===== src/rtl/simt_mask_pkg.sv =====
// Shared types for the divergence mask stack.
// Assumes: only one event is acted on per cycle.
package simt_mask_pkg;
    typedef enum logic [1:0] {
        EV_NONE = 2'd0,
        EV_PUSH = 2'd1,
        EV_FLIP = 2'd2,
        EV_POP  = 2'd3
    } mask_ev_e;
endpackage


===== src/rtl/mask_evt_decode.sv =====
// Reduces the three raw control strobes to one event, branch first, then else,
// then join. Assumes strobes are single-cycle and synchronous to the clock.
module mask_evt_decode
    import simt_mask_pkg::*;
(
    input  logic     push_i,
    input  logic     flip_i,
    input  logic     pop_i,
    output mask_ev_e ev_o
);
    // Fixed-priority selection of the single event to act on.
    always_comb begin
        if (push_i)      ev_o = EV_PUSH;
        else if (flip_i) ev_o = EV_FLIP;
        else if (pop_i)  ev_o = EV_POP;
        else             ev_o = EV_NONE;
    end
endmodule


===== src/rtl/mask_lifo.sv =====
// Bounded last-in first-out store of lane masks.
// Assumes the caller never pushes when full or pops when empty.
module mask_lifo #(
    parameter int LANES = 32,
    parameter int DEPTH = 8
) (
    input  logic             clk,
    input  logic             rst_n,
    input  logic             push_i,
    input  logic             pop_i,
    input  logic [LANES-1:0] push_data_i,
    output logic [LANES-1:0] top_o,
    output logic             full_o,
    output logic             empty_o
);
    localparam int LVLW = $clog2(DEPTH + 1);

    logic [LVLW-1:0]  level_q;
    logic [LANES-1:0] entry_q [DEPTH];

    // Occupancy counter.
    always_ff @(posedge clk) begin
        if (!rst_n)      level_q <= '0;
        else if (push_i) level_q <= level_q + LVLW'(1);
        else if (pop_i)  level_q <= level_q - LVLW'(1);
    end

    // One register per slot, written when it is the next free slot.
    for (genvar g = 0; g < DEPTH; g++) begin : g_slot
        always_ff @(posedge clk) begin
            if (!rst_n)                                entry_q[g] <= '0;
            else if (push_i && level_q == LVLW'(g))    entry_q[g] <= push_data_i;
        end
    end

    // Select the most recently written slot.
    always_comb begin
        top_o = '0;
        for (int i = 0; i < DEPTH; i++)
            if (level_q == LVLW'(i + 1)) top_o = entry_q[i];
    end

    assign full_o  = (level_q == LVLW'(DEPTH));
    assign empty_o = (level_q == '0);


    pop_level_chk: assert property (@(posedge clk) disable iff (!rst_n)
        pop_i |=> level_q == $past(level_q) - LVLW'(1));


    push_top_chk: assert property (@(posedge clk) disable iff (!rst_n)
        push_i |=> top_o == $past(push_data_i));
endmodule


===== src/rtl/mask_update.sv =====
// Computes the next lane mask and the accept/reject decisions for one event.
// Assumes top_i is meaningful only when empty_i is low.
module mask_update
    import simt_mask_pkg::*;
#(
    parameter int LANES = 32
) (
    input  mask_ev_e         ev_i,
    input  logic [LANES-1:0] cur_i,
    input  logic [LANES-1:0] top_i,
    input  logic [LANES-1:0] pred_i,
    input  logic             full_i,
    input  logic             empty_i,
    output logic [LANES-1:0] nxt_o,
    output logic             do_push_o,
    output logic             do_pop_o,
    output logic             ovf_o,
    output logic             udf_o
);
    // Event handling: narrow, flip, restore or reject.
    always_comb begin
        nxt_o     = cur_i;
        do_push_o = 1'b0;
        do_pop_o  = 1'b0;
        ovf_o     = 1'b0;
        udf_o     = 1'b0;
        unique case (ev_i)
            EV_PUSH: begin
                if (full_i) ovf_o = 1'b1;
                else begin
                    do_push_o = 1'b1;
                    nxt_o     = cur_i & pred_i;
                end
            end
            EV_FLIP: begin
                if (empty_i) udf_o = 1'b1;
                else         nxt_o = top_i & ~cur_i;
            end
            EV_POP: begin
                if (empty_i) udf_o = 1'b1;
                else begin
                    do_pop_o = 1'b1;
                    nxt_o    = top_i;
                end
            end
            default: ;
        endcase
    end
endmodule


===== src/rtl/simt_mask_stack.sv =====
// Active-lane mask controller for nested divergent branches.
// Holds the current mask, a stack of saved masks and registered error pulses.
// Assumes events arrive one per instruction boundary.
module simt_mask_stack
    import simt_mask_pkg::*;
#(
    parameter int LANES = 32,
    parameter int DEPTH = 8
) (
    input  logic             clk,
    input  logic             rst_n,
    input  logic             br_push_i,
    input  logic             br_flip_i,
    input  logic             br_join_i,
    input  logic [LANES-1:0] lane_pred_i,
    output logic [LANES-1:0] lane_mask_o,
    output logic             mask_idle_o,
    output logic             stack_ovf_o,
    output logic             stack_udf_o
);
    mask_ev_e         ev;
    logic [LANES-1:0] top, nxt;
    logic             full, empty, do_push, do_pop, ovf, udf;
    logic [LANES-1:0] mask_q;

    mask_evt_decode u_dec (
        .push_i (br_push_i),
        .flip_i (br_flip_i),
        .pop_i  (br_join_i),
        .ev_o   (ev)
    );

    mask_lifo #(.LANES(LANES), .DEPTH(DEPTH)) u_lifo (
        .clk         (clk),
        .rst_n       (rst_n),
        .push_i      (do_push),
        .pop_i       (do_pop),
        .push_data_i (mask_q),
        .top_o       (top),
        .full_o      (full),
        .empty_o     (empty)
    );

    mask_update #(.LANES(LANES)) u_upd (
        .ev_i      (ev),
        .cur_i     (mask_q),
        .top_i     (top),
        .pred_i    (lane_pred_i),
        .full_i    (full),
        .empty_i   (empty),
        .nxt_o     (nxt),
        .do_push_o (do_push),
        .do_pop_o  (do_pop),
        .ovf_o     (ovf),
        .udf_o     (udf)
    );

    // Current mask register, all lanes enabled out of reset.
    always_ff @(posedge clk) begin
        if (!rst_n) mask_q <= '1;
        else        mask_q <= nxt;
    end

    // One-cycle error pulses.
    always_ff @(posedge clk) begin
        if (!rst_n) begin
            stack_ovf_o <= 1'b0;
            stack_udf_o <= 1'b0;
        end else begin
            stack_ovf_o <= ovf;
            stack_udf_o <= udf;
        end
    end

    assign lane_mask_o = mask_q;
    assign mask_idle_o = ~|mask_q;


    ovf_hold_chk: assert property (@(posedge clk) disable iff (!rst_n)
        stack_ovf_o |-> lane_mask_o == $past(lane_mask_o));


    udf_hold_chk: assert property (@(posedge clk) disable iff (!rst_n)
        stack_udf_o |-> lane_mask_o == $past(lane_mask_o));


    push_subset_chk: assert property (@(posedge clk) disable iff (!rst_n)
        (br_push_i && !full) |=> (lane_mask_o & ~$past(lane_mask_o)) == '0);


    flag_excl_chk: assert property (@(posedge clk) disable iff (!rst_n)
        !(stack_ovf_o && stack_udf_o));
endmodule


===== config.mk =====
export PLATFORM = sky130hd
export DESIGN_NAME = simt_mask_stack
export DESIGN_NICKNAME = d
export VERILOG_FILES = /design/src/rtl/simt_mask_pkg.sv /design/src/rtl/mask_evt_decode.sv /design/src/rtl/mask_lifo.sv /design/src/rtl/mask_update.sv /design/src/rtl/simt_mask_stack.sv
export SDC_FILE = /design/constraint.sdc
export NUM_CORES = 1
export LEC_CHECK = 0
export ABC_AREA = 1
export BUFFER_PORTS_ARGS = -buffer_cell sky130_fd_sc_hd__buf_4
export CORE_UTILIZATION = 56
export DETAILED_ROUTE_END_ITERATION = 6
export GPL_TIMING_DRIVEN = 0
export PLACE_DENSITY = 0.77
export SLEW_MARGIN = 20
export SYNTH_ARGS = -nofsm -noshare
export SYNTH_HDL_FRONTEND = slang
export SYNTH_SLANG_ARGS = --single-unit

===== constraint.sdc =====
create_clock -name clk -period 4.5 [get_ports clk]
set_input_delay 1.35 -clock clk [delete_from_list [all_inputs] [get_ports clk]]
set_output_delay 1.35 -clock clk [all_outputs]
set_load 0.005 [all_outputs]

==> results of run 1 <==
## worst min-delay path, cell delays in order, from the launching register on
cell and delay [ns]:
dfxtp_1 0.35, inv_1 0.14, a21oi_1 0.08
## through the flow
stage          hold slack, ns  std cells  setup TNS, ns   util  worst slack [ns]
5_1_grt                 0.630       2116              0  0.667              1.10
6_report                0.608       2116              0  0.667              1.14
3_3_place_gp            0.563       2057        -236.95  0.617             -1.24
2_1_floorplan           0.523       1662              0      -             0.161
3_5_place_dp            0.570       2065              0  0.629             0.649
4_1_cts                 0.593       2116              0  0.667              1.14
## per-layer routing
layer | up-vias | track usage | wire, µm
met2 | 553 | 0.448 | 16500
met4 | 0 | 0.123 | 1380
met3 | 85 | 0.0259 | 2980
met1 | 5262 | 0.389 | 14900
li1 | 5583 | - | -
met5 | - | 0 | 0
## cell type report
class / instances / area, µm² / area share
Sequential cell: 294 / 8450 / 0.515
Multi-Input combinational cell: 1123 / 4910 / 0.299
Clock buffer: 44 / 886 / 0.0540
Timing Repair Buffer: 79 / 741 / 0.0451
Inverter: 146 / 548 / 0.0334
Buffer: 99 / 418 / 0.0255
Tap cell: 324 / 405 / 0.0247
Clock inverter: 7 / 53.8 / 0.00328
## path summary, 6_finish.rpt
kind | end | slack [ns] | cells after the start
setup / recovery | u_lifo.entry_q[0][18] | 1.14 | 5
setup reg to reg | u_lifo.entry_q[1][33] | 1.66 | 9
hold / removal | u_lifo.level_q[1] | 0.61 | 2
hold reg to reg | u_lifo.level_q[1] | 0.61 | 2
## state kept, by name (all words and copies together) (netlist names)
signal	flops
u_lifo.entry_q	256
u_lifo.level_q	4
stack_ovf_o	1
lane_mask_o	32
stack_udf_o	1
## power groups by stage
stage / logic, W / clock network, W / registers [W]
floorplan: 0.000669 / 0 / 0.00333
global placement: 0.00106 / 0 / 0.00335
detailed placement: 0.00113 / 0 / 0.00334
CTS: 0.00115 / 0.00239 / 0.00329
global route: 0.00129 / 0.00250 / 0.00331
finish: 0.00116 / 0.00238 / 0.00329
## cell usage after synthesis
cell type,count,area (µm²)
nand2_1,465,1750
nor2_1,322,1210
edfxtp_1,256,7690
inv_1,111,417
nand3_1,107,536
o21ai_0,77,385
clkbuf_1,60,225
a21oi_1,38,190
dfxtp_1,38,761
nand4_1,35,219
clkinv_1,32,120
buf_2,31,155
or2_2,29,181
or2_0,26,163
nor4_1,7,43.8
buf_1,6,22.5
ha_1,4,50.1
nand3b_1,4,30.0
inv_2,3,11.3
or2_1,3,18.8
buf_4,2,15.0
nor2_4,2,22.5
nand2_2,1,6.26
nor2_2,1,6.26
o211ai_1,1,7.51
xor2_1,1,8.76
## logic make-up (layout without fill, tap and decap cells)
kind of cell	Yosys count	after routing	share of synthesized area
AND/OR/NAND/NOR	1002	1002	0.294
XOR/XNOR	1	1	0.000615
adder cells (fa/ha/maj)	4	4	0.00352
flip-flops	294	294	0.593
AO/OA/AOI/OAI	116	116	0.0410
buffers and inverters	245	375	0.0679
==> results by group, run 1 <==
Global route
  • First-pass GRT wire length: roughly 57000 µm
  • Global route overflow: 0
  • Initial antenna violation count: 0
  • All-Layer GR Usage: 0.279
  • Largest net degree at the start of global routing: 23
  • Vias in the first global route: between 10000 and 15000

Cells and area
  • Most frequent cells in the layout: nand2_1 (465), nor2_1 (322), edfxtp_1 (256)
  • Most common cell after layout, fill and taps aside: nand2_1
  • P&R area growth vs syn: 15.3%
  • Layout cells sized above 1: 0.108
  • Antenna cells: 0
  • Final net count: 1812
  • Fillers: 1882
  • Design area: 16400 µm²

Clocking
  • Clk buf depth: 3
  • Clock Root Buffer: clkbuf_16
  • Clk Latency, worst-skew pair: 0.54 ns
  • H-tree levels: 1
  • Hold Buf Count CTS: 0
  • Inserted Clock Buffers: 28
  • Post-CTS setup buffer count: 0
  • Clock sink count: 294
  • CTS tree: yes
  • Clk pin slew, worst setup/hold paths: 0.06 ns
  • Post-cts sizing count: 0

Power
  • P_leak: 7.54 nW
  • Max rail drop VDD: 299 µV
  • Total power: 0.00683 W
  • Pwr/cell area: about 420 nW/µm²
  • Flop pwr share: 0.482
  • Logic gate share of total power: 0.170
  • Int Power: 0.00493 W
  • Net Sw Frac: 0.279
  • Net Switching: 0.00191 W
  • Clk pwr share: 0.348

Logic synthesis
  • Synthesized flop and latch total: slightly below 300
  • Yosys warning count: 0
  • Synth Instances: 1662
  • Cell Area, Synth: 14200 µm²
  • Fraction of the yosys area taken by sequential cells: 0.593
  • Netlist cell types: 26
  • Synth Net Count: 1703
  • Synth Area per Inst: 8.57 µm²

Die
  • Site Rows: 57
  • Die X: 161 µm
  • Starting Density: 0.579
  • Die area: 26100 µm²
  • IO Pins: 72
  • Die Y: 161 µm
  • Core area: 24600 µm²

Critical path
  • Kind of critical path: input port to flip-flop
  • Startpoint types: input port
  • RR Startpoint: u_lifo.level_q[1]
  • Critical path endpoint category: flip-flop
  • Worst EP required: ~4.8 ns
  • Buf/Inv on CP: 4
  • CP Cell Sequence: buf_4 -> clkbuf_1 -> buf_1 -> o21ai_4 -> buf_8
  • CP startpoint: rst_n
  • CP max FO: 18
  • WP data arrival: 3.65 ns
  • Crit path max-delay family: buffers and inverters
  • Critical path's slowest cell: buf_1
  • CP peak stage delay: 0.90 ns

Timing
  • Slew margin rel.: 0.247
  • Worst Skew: between 0.01 and 0.015 ns
  • Final setup vio count: 0
  • Worst Tran Pin Value: approximately 1.1 ns
  • Max Clk Rate: 0.298 GHz
  • Final Max Tran Viols: 0
  • Crit path time final: about 3.4 ns
  • RSZ-0062 raised after global routing: no
  • Final period utilization: 0.746
  • Final Hold Vio Count: 0

Job
  • Max-Cap Viols: 0

Drt
  • Number of vias per cell: 5.43
  • DRT antenna net count: 0
  • Iteration-0 DRC Markers: 1147
  • Post-route DRC: 0
  • Avg WL per Cell: 16.9 µm
  • Initial DRT Pass Iterations: 5
  • Routed wire length: 35800 µm
  • Vias: 11500

Worst hold path
  • Worst Hold Launch: u_lifo.level_q[1]
  • Hold crit path type: flip-flop to flip-flop

Placement
  • DP HPWL: roughly 26000 µm
  • Number of port buffers: 71
  • Placer Congestion: 0.919
  • Placement Cell Area: 15500 µm²

Status
  • Status: finished, final reports clean
Power figures use the tool's default switching activity.
==> inputs of run 2 (changes only) <==
clock period = 2.9 ns   (was 4.5 ns; I/O delays follow)
==> run 2 against run 1 <==
Effect of this change:
- register-to-register slack got worse by 1.6 ns
- wire length up 1.8%
- clock skew is 0.0077 ns higher
- clock power grew 62%
- highest routed layer unchanged
- non-clock buffer count down 3
- worst hold slack worse by 0.011 ns
- power grew 58%
- critical endpoint is now u_lifo.entry_q[1][80]
==> results by group, run 2 (synthesis results as in run 1) <==
Status
  • Status: finished, final reports clean

Worst hold path
  • Hold crit path type: flip-flop to flip-flop

Placement
  • DP HPWL: 26400 µm (+1.4%)
  • Placer Congestion: 0.884 (-3.9%)
  • Number of port buffers: 71 (unchanged)

Timing
  • Final Max Tran Viols: 0 (unchanged)
  • Crit path time final: 2.81 ns
  • Final setup vio count: 0 (unchanged)
  • Sum Neg Setup Slack: 0 ns (unchanged)
  • Worst Skew: 0.0185 ns (+0.00770 ns)
  • Final Hold Vio Count: 0 (unchanged)
  • Max Clk Rate: 0.356 GHz
  • Worst Tran Pin Value: 0.951 ns (-0.178 ns)
  • Hold slack: 0.596 ns (-0.0113 ns)
  • Final period utilization: 0.969
  • Slew margin rel.: 0.364 (+0.117)
  • RSZ-0062 raised after global routing: no

Drt
  • Avg WL per Cell: 17.2 µm (+1.6%)
  • Number of vias per cell: 5.46 (+0.59%)
  • Initial DRT Pass Iterations: 6 (+1)
  • Post-route DRC: 0 (unchanged)
  • Iteration-0 DRC Markers: 1168 (+1.8%)
  • Vias: 11600 (+0.78%)
  • DRT antenna net count: 0 (unchanged)
  • Routed wire length: 36400 µm (+1.8%)

Power
  • Total power: 0.0108 W (+58%)
  • Max rail drop VDD: 540 µV (+81%)
  • Pwr/cell area: 655 nW/µm² (+57%)
  • P_leak: 7.57 nW (+0.34%)

Clocking
  • Clock Root Buffer: clkbuf_16
  • H-tree levels: 1 (unchanged)
  • Clk buf depth: 3 (unchanged)
  • Clk Latency, worst-skew pair: 0.55 ns (about the same)
  • Clk pin slew, worst setup/hold paths: 0.06 ns (about the same)
  • CTS tree: yes
  • Clock sink count: 294 (unchanged)
  • Inserted Clock Buffers: 30 (+7.1%)
  • Hold Buf Count CTS: 0 (unchanged)

Cells and area
  • Layout cells sized above 1: 0.116 (+0.00755)
  • Most frequent cells in the layout: nand2_1 (465), nor2_1 (322), edfxtp_1 (256)
  • Flip-flop and latch area: 8450 µm² (unchanged)
  • P&R area growth vs syn: 15.6%
  • Final net count: 1813 (+0.055%)
  • Largest register FFs: 256 (unchanged)
  • Antenna cells: 0 (unchanged)
  • Most common cell after layout, fill and taps aside: nand2_1
  • Area of the multi-input gates: 4960 µm² (+0.92%)
  • Fillers: 1907 (+1.3%)
  • Most flop-heavy register: u_lifo.entry_q

Die
  • Site Rows: 57 (unchanged)
  • Die Y: 161 µm (unchanged)
  • Core area: 24600 µm² (unchanged)
  • Starting Density: 0.579 (unchanged)
  • Die X: 161 µm (unchanged)
  • Die area: 26100 µm² (unchanged)
  • IO Pins: 72 (unchanged)

Global route
  • Vias in the first global route: 11000 (+0.23%)
  • Initial antenna violation count: 0 (unchanged)
  • Global route overflow: 0 (unchanged)
  • All-Layer GR Usage: 0.284 (+0.00485)
  • First-pass GRT wire length: 57200 µm (+1.3%)
  • Largest net degree at the start of global routing: 33 (+43%)

Critical path
  • Startpoint types: flip-flop
  • CP max FO: 16 (-2)
  • Worst EP required: 3.08 ns (-1.71 ns)
  • Critical path endpoint category: flip-flop
  • CP peak stage delay: 0.48 ns (-0.42 ns)
  • Most used cell, CP: buf_2
  • Critical path's slowest cell: o21ai_4
  • Kind of critical path: flip-flop to flip-flop
  • CP Cell Sequence: inv_1 -> ha_1 -> buf_2 -> inv_1 -> nor2_4 -> inv_2 -> buf_2 -> buf_2 -> o21ai_4
  • WP data arrival: 2.99 ns (-0.66 ns)

Job
  • Max-Cap Viols: 0 (unchanged)
## run 2: timing repair
action	in CTS	in global routing
cloned	2	0
resized for setup	2	13
endpoints found under the hold margin	0	0
setup buffers	0	0
setup endpoints to repair	65	153
pin swaps	2	1
## run 2: final timing paths
path                      from               endpoint  slack [ns]  depth (start not counted)
max reg2reg  u_lifo.level_q[0]  u_lifo.entry_q[1][80]        0.09                          9
min reg2reg  u_lifo.level_q[1]      u_lifo.level_q[1]        0.60                          2
max          u_lifo.level_q[0]  u_lifo.entry_q[1][80]        0.09                          9
min          u_lifo.level_q[1]      u_lifo.level_q[1]        0.60                          2
## run 2: cell type report
cell class                 count  area share
buffer                        99      0.0259
clock buffer                  50      0.0576
clock inverter                 6     0.00327
inverter                     146      0.0333
multi-input combinational   1125       0.301
sequential                   294       0.513
tap                          324      0.0246
timing repair buffer          76      0.0408
## run 2: power breakdown
group / internal (W) / total (W) / switching (W) / leakage, nW
registers: 0.00494 / 0.00511 / 0.000168 / 2.98
clock network: 0.00230 / 0.00386 / 0.00157 / 0.496
logic: 0.000522 / 0.00181 / 0.00129 / 4.10
## run 2: through the flow
stage               cell area (µm²)   util  worst slack [ns]  cells
CTS                           16400  0.668           -0.0167   2120
global route                  16500  0.669           0.00308   2120
detailed placement            15400  0.626            -0.449   2062
floorplan                     14300      -            -0.762   1662
finish                        16500  0.669            0.0913   2120
global placement              15200  0.618             -2.14   2057
## run 2: metal layers
layer  global-route usage  up-vias  part of all wire
met2                0.466      562              0.47
met3               0.0316       78             0.086
met5                    0        -                 0
met1                0.391     5330              0.41
met4                0.108        0             0.029
li1                     -     5603                 -
## run 2: critical path, delay by kind of cell (launching register included)
kind / cells / cell delay [ns]
flip-flops: 1 / 0.34
buffers and inverters: 6 / 1.08
adder cells (fa/ha/maj): 1 / 0.21
AO/OA/AOI/OAI: 1 / 0.48
AND/OR/NAND/NOR: 1 / 0.29
